[src/rtl/wdog_pkg.sv]
package wdog_pkg;
   localparam int REG_W     = 7;
   localparam int SEL_W     = 2;
   localparam int N_SEL     = 1 << SEL_W;
   localparam int IE_BIT    = 2;
   localparam int RE_BIT    = 3;
   localparam int KICK_BIT  = 4;
   localparam int WARN_BIT  = 5;
   localparam int RFLAG_BIT = 6;

   typedef struct packed {
      logic             rst_en;
      logic             irq_en;
      logic [SEL_W-1:0] sel;
   } wdog_ctl_t;
endpackage

[src/rtl/wdog_regs.sv]
module wdog_regs
   import wdog_pkg::*;
(
   input  logic             clk,
   input  logic             rst_n,
   input  logic             wr_en,
   input  logic [REG_W-1:0] wr_data,
   input  logic             warn_set,
   input  logic             fire,
   output wdog_ctl_t        ctl,
   output logic             restart,
   output logic             warn_flag,
   output logic             rst_flag
);
   logic sel_change;

   assign sel_change = wr_data[SEL_W-1:0] != ctl.sel;
   assign restart    = wr_en && (wr_data[KICK_BIT] || sel_change);

   always_ff @(posedge clk or negedge rst_n) begin
      if (!rst_n) begin
         ctl       <= '0;
         warn_flag <= 1'b0;
         rst_flag  <= 1'b0;
      end else begin
         if (wr_en) begin
            ctl.sel    <= wr_data[SEL_W-1:0];
            ctl.irq_en <= wr_data[IE_BIT];
            ctl.rst_en <= wr_data[RE_BIT];
         end
         if (warn_set)
            warn_flag <= 1'b1;
         else if (wr_en && wr_data[WARN_BIT])
            warn_flag <= 1'b0;
         if (fire)
            rst_flag <= 1'b1;
         else if (wr_en && wr_data[RFLAG_BIT])
            rst_flag <= 1'b0;
      end
   end

   // a write-one-to-clear without a concurrent set empties the flag
   a_r7_rflag_w1c : assert property (@(posedge clk) disable iff (!rst_n)
      (wr_en && wr_data[RFLAG_BIT] && !fire) |=> !rst_flag);
endmodule

[src/rtl/wdog_counter.sv]
module wdog_counter
   import wdog_pkg::*;
#(
   parameter int BASE_LOG2 = 12,
   parameter int STEP_LOG2 = 3,
   parameter int WARN_LEAD = 512,
   parameter int CW        = BASE_LOG2 + STEP_LOG2*(N_SEL-1) + 1
) (
   input  logic             clk,
   input  logic             rst_n,
   input  logic             restart,
   input  logic [SEL_W-1:0] sel,
   input  logic             rst_en,
   output logic             warn_set,
   output logic             fire,
   output logic [CW-1:0]    cnt
);
   logic [CW-1:0] lim [N_SEL];
   logic [CW-1:0] term_val;
   logic          term;

   for (genvar g = 0; g < N_SEL; g++) begin : g_lim
      assign lim[g] = CW'(1) << (BASE_LOG2 + g*STEP_LOG2);
   end

   assign term_val = lim[sel] + CW'(WARN_LEAD - 1);
   assign term     = cnt == term_val;
   assign warn_set = !restart && (cnt == lim[sel] - CW'(1));
   assign fire     = !restart && term && rst_en;

   always_ff @(posedge clk or negedge rst_n) begin
      if (!rst_n)
         cnt <= '0;
      else if (restart || term)
         cnt <= '0;
      else
         cnt <= cnt + CW'(1);
   end

   // a restart leaves the count at zero
   a_r3_restart_clears : assert property (@(posedge clk) disable iff (!rst_n)
      restart |=> cnt == '0);
   // the count never passes the reset point of the current interval
   a_r6_cnt_bound : assert property (@(posedge clk) disable iff (!rst_n)
      cnt <= term_val);
endmodule

[src/rtl/wdog_pulse.sv]
module wdog_pulse #(
   parameter int PULSE_LEN = 4
) (
   input  logic clk,
   input  logic rst_n,
   input  logic fire,
   output logic rst_req
);
   localparam int PW = $clog2(PULSE_LEN + 1);

   if (PULSE_LEN == 1) begin : g_single
      always_ff @(posedge clk or negedge rst_n) begin
         if (!rst_n) rst_req <= 1'b0;
         else        rst_req <= fire;
      end
   end else begin : g_multi
      logic [PW-1:0] left;
      always_ff @(posedge clk or negedge rst_n) begin
         if (!rst_n)            left <= '0;
         else if (fire)         left <= PW'(PULSE_LEN);
         else if (left != '0)   left <= left - PW'(1);
      end
      assign rst_req = left != '0;
   end

   logic [PW:0] hi_len;
   always_ff @(posedge clk or negedge rst_n) begin
      if (!rst_n)       hi_len <= '0;
      else if (rst_req) hi_len <= hi_len + (PW+1)'(1);
      else              hi_len <= '0;
   end

   // every reset pulse lasts exactly PULSE_LEN clocks
   a_r5_pulse_len : assert property (@(posedge clk) disable iff (!rst_n)
      $fell(rst_req) |-> hi_len == (PW+1)'(PULSE_LEN));
endmodule

[src/rtl/wdog_early_warn.sv]
module wdog_early_warn
   import wdog_pkg::*;
#(
   parameter int BASE_LOG2 = 12,
   parameter int STEP_LOG2 = 3,
   parameter int WARN_LEAD = 512,
   parameter int PULSE_LEN = 4
) (
   input  logic             clk,
   input  logic             rst_n,
   input  logic             wr_en,
   input  logic [REG_W-1:0] wr_data,
   output logic [REG_W-1:0] rd_data,
   output logic             irq,
   output logic             rst_req
);
   localparam int CW = BASE_LOG2 + STEP_LOG2*(N_SEL-1) + 1;

   if (BASE_LOG2 < 1 || STEP_LOG2 < 0) begin : g_bad_exp
      $error("wdog_early_warn: exponents out of range");
   end
   if (WARN_LEAD < 1 || WARN_LEAD >= (1 << BASE_LOG2)) begin : g_bad_lead
      $error("wdog_early_warn: WARN_LEAD must be below the shortest interval");
   end
   if (PULSE_LEN < 1 || PULSE_LEN >= (1 << BASE_LOG2)) begin : g_bad_pulse
      $error("wdog_early_warn: PULSE_LEN out of range");
   end

   wdog_ctl_t     ctl;
   logic          restart, warn_set, fire, warn_flag, rst_flag;
   logic [CW-1:0] cnt;

   wdog_regs u_regs (
      .clk(clk), .rst_n(rst_n), .wr_en(wr_en), .wr_data(wr_data),
      .warn_set(warn_set), .fire(fire), .ctl(ctl), .restart(restart),
      .warn_flag(warn_flag), .rst_flag(rst_flag)
   );

   wdog_counter #(
      .BASE_LOG2(BASE_LOG2), .STEP_LOG2(STEP_LOG2),
      .WARN_LEAD(WARN_LEAD), .CW(CW)
   ) u_cnt (
      .clk(clk), .rst_n(rst_n), .restart(restart), .sel(ctl.sel),
      .rst_en(ctl.rst_en), .warn_set(warn_set), .fire(fire), .cnt(cnt)
   );

   wdog_pulse #(.PULSE_LEN(PULSE_LEN)) u_pulse (
      .clk(clk), .rst_n(rst_n), .fire(fire), .rst_req(rst_req)
   );

   assign irq     = warn_flag && ctl.irq_en;
   assign rd_data = {rst_flag, warn_flag, 1'b0, ctl.rst_en, ctl.irq_en, ctl.sel};

   // the reset-occurred flag is up when the reset request rises
   a_r7_flag_on_reset : assert property (@(posedge clk) disable iff (!rst_n)
      $rose(rst_req) |-> rst_flag);
   // the warning appears with the count sitting on the selected interval
   a_r2_warn_at_limit : assert property (@(posedge clk) disable iff (!rst_n)
      $rose(warn_flag) |-> cnt == (CW'(1) << (BASE_LOG2 + STEP_LOG2*int'(ctl.sel))));
   // the count starts over when a reset request begins
   a_r9_cnt_after_reset : assert property (@(posedge clk) disable iff (!rst_n)
      $rose(rst_req) |-> cnt == '0);
endmodule

[config.mk]
export PLATFORM = sky130hd
export DESIGN_NAME = wdog_early_warn
export DESIGN_NICKNAME = d
export VERILOG_FILES = /design/src/rtl/wdog_pkg.sv /design/src/rtl/wdog_regs.sv /design/src/rtl/wdog_counter.sv /design/src/rtl/wdog_pulse.sv /design/src/rtl/wdog_early_warn.sv
export SDC_FILE = /design/constraint.sdc
export NUM_CORES = 1
export LEC_CHECK = 0
export BUFFER_PORTS_ARGS = -buffer_cell sky130_fd_sc_hd__buf_2
export CORE_AREA = 2 2 71 73
export CTS_CLUSTER_DIAMETER = 100
export CTS_CLUSTER_SIZE = 28
export DETAILED_ROUTE_END_ITERATION = 8
export DIE_AREA = 0 0 73 75
export PLACE_DENSITY = 0.57
export SYNTH_ARGS = -nofsm -noshare
export SYNTH_HDL_FRONTEND = slang
export SYNTH_SLANG_ARGS = --single-unit
[constraint.sdc]
create_clock -name clk -period 2.25 [get_ports clk]
set_input_delay 0.675 -clock clk [delete_from_list [all_inputs] [get_ports clk]]
set_output_delay 0.675 -clock clk [all_outputs]
set_load 0.1 [all_outputs]
==> results.md <==
* Clk buf depth at 2
* Slew Limit Fails at 0
* Drt first-iter violations at 52
* Power per cell area at 592 nW/um^2
* WP data arrival at 1.41 ns
* CP startpoint kind: register
* Total global routing overflow at 0
* Synth cell count leaders: dfrtp_1, nor3_1, xor2_1
* Antenna cells at 0
* Leak Pwr at 0.864 nW
* H-tree Lvls at 2
* Critical setup path kind: register to output port
* Starting Density at 0.386
* DIE HEIGHT at 75 microns
* Final wirelength at 3640 microns
* Pre-Repair DR Iteration Count at 4
* First-pass GRT wire length at 6250 microns
* Vias at 1361
* Period utilization at 0.928
* Slew @ Worst Pin at 0.694 ns
* Synth warn at 0
* Power, Total at 1.17 mW
* Share of cells above drive strength 1 at 0.241
* Synthesized cell area at 1800 sq um
* RSZ-0062 raised after global routing: no
* CP Max Fanout at 4
* Post-synth EDFFs at 0
* Gr usage total at 0.149
* Status: complete, no violations
* Maximum vdd drop at 0.369 mV
* Max Clock Freq at 479 MHz
* # setup viols final at 0
* Area Growth Syn to Fin at 9.95%
* Synth area leader: dfrtp_1
* Post-DR wirelength/cell at 14.9 microns
* Seq/Total Area, Yosys at 0.431
* CP Capture Type: output port
* Clock skew at 0.00589 ns
* Hold Crit Class: input pin to asynchronous set/reset pin
* Clock Latency Late Sink at 0.28 ns
* Vias in the first global route at 1328
* Ys async rst share at 1.00
* Synth area leaders: dfrtp_1, xor2_1, nor3_1
* Clock-pin transition on the worst setup and hold timing paths at 0.07 ns
* Synth top area share at 0.431
* FILL cells at 449
* Final Net Count at 203
* Worst EP required at 1.57 ns
* CTS tree: yes
* Rel. slew slack at 0.537
* HPWL Detailed at 2630 microns
* Total negative slack at 0 ns
* Initial antenna violation count at 0
* Drt via density at 5.56
* Port Buffer Count at 17
* Max-cap violations at 0
* Yosys reg bits at 31
* Total core area at 4660 sq um
* Root Driver: clkbuf_8
* DRT antenna net count at 0
* Sink Count at 31
* Cts bufs inserted at 5
* Pin count of the biggest net entering global routing at 32
* Mapped Nets at 190
* GP Congestion at 0.780
* Final hold violation count at 0
* Ys flop type: dfrtp_1
* Crit path time final at 2.09 ns
* Io pins at 19
* Die W at 73 microns
* Rows at 25
* Die area at 5480 sq um
* Mean Syn Cell Area at 10.2 sq um
* Residual DRC count at 0
* Reg2Reg Depth at 5
* Top-count cell post-synth: dfrtp_1
* Distinct cell type count after synthesis at 45
* Synth Instances at 177
-- critical path, cell delays in order, from the launching register on --
cell,delay (ns)
dfrtp_1,0.37
inv_1,0.11
ha_1,0.19
nor2b_4,0.19
inv_1,0.05
buf_4,0.22
-- layout by cell type (no fill, tap or decap), types with 6 or more instances in the layout --
master	count
xor2_1	12
nand2_1	9
xnor2_1	6
o21ai_0	6
buf_2	16
dfrtp_1	29
nor3_1	15
nand3_1	7
or3_1	7
-- cell type report --
class                           count  area, sq um  share of cell area
Sequential cell                    31          778               0.394
Clock inverter                      3         15.0             0.00759
Inverter                            4         15.0             0.00759
Tap cell                           54         67.6              0.0342
Multi-Input combinational cell    128          922               0.466
Clock buffer                        5         68.8              0.0348
Timing Repair Buffer               20          110              0.0557
-- power breakdown --
part | total [mW] | switching [mW] | internal (mW)
combinational | 0.152 | 0.109 | 0.0430
sequential | 0.601 | 0.0248 | 0.576
clock | 0.417 | 0.206 | 0.211
-- sequential cells by signal (all words and copies together), names as in the netlist --
name and count:
u_regs.rst_flag 1, u_cnt.cnt 22, u_regs.warn_flag 1, u_regs.ctl 4, u_pulse.g_multi.left 3
-- final timing paths --
check                                   startpoint             to  slack [ns]
max                        u_pulse.g_multi.left[0]        rst_req        0.16
min                                          rst_n  u_cnt.cnt[19]        0.43
max reg2reg                           u_cnt.cnt[0]  u_cnt.cnt[18]        0.23
min reg2reg                           u_cnt.cnt[0]   u_cnt.cnt[0]        0.50
max in group asynchronous                    rst_n  u_regs.ctl[0]        1.32
min in group clk                      u_cnt.cnt[0]   u_cnt.cnt[0]        0.50
-- metrics by stage --
step / setup slack (ns) / hold slack (ns) / cell area (sq um) / util / instances
after floorplan: 0.0402 / 0.379 / 1800 / - / 177
after global placement: 0.309 / 0.469 / 1880 / 0.404 / 237
after detailed placement: 0.222 / 0.480 / 1880 / 0.404 / 237
after CTS: 0.0178 / 0.464 / 1970 / 0.423 / 245
after global routing: 0.0636 / 0.480 / 1980 / 0.424 / 245
final: 0.162 / 0.433 / 1980 / 0.424 / 245
-- layer usage --
| layer | up-vias | wire [microns] | track usage |
|---|---|---|---|
| met5 | - | 0 | 0 |
| met4 | 0 | 18 | 0.0412 |
| met3 | 2 | 121 | 0.0522 |
| met2 | 16 | 1800 | 0.231 |
| met1 | 666 | 1710 | 0.198 |
| li1 | 677 | - | - |
-- logic make-up (layout without fill, tap and decap cells) --
family,count (synthesis),count (layout),share of synthesized area
and+or+nand+nor,74,74,0.253
DFF,31,31,0.431
AOI/OAI and AO/OA,27,27,0.113
xor gates and xnor gates,18,18,0.0877
buffers and inverters,18,32,0.0605
muxes,5,5,0.0313
adders and majority gates,3,3,0.0209
other,1,1,0.00209
-- timing repair --
| item | 4_1_cts | 5_1_grt |
|---|---|---|
| setup buffers | 0 | 0 |
| setup endpoints to repair | 1 | 1 |
| gates resized for setup | 1 | 3 |
| hold buffers | 0 | 0 |
(Power assumes the default switching activity.)
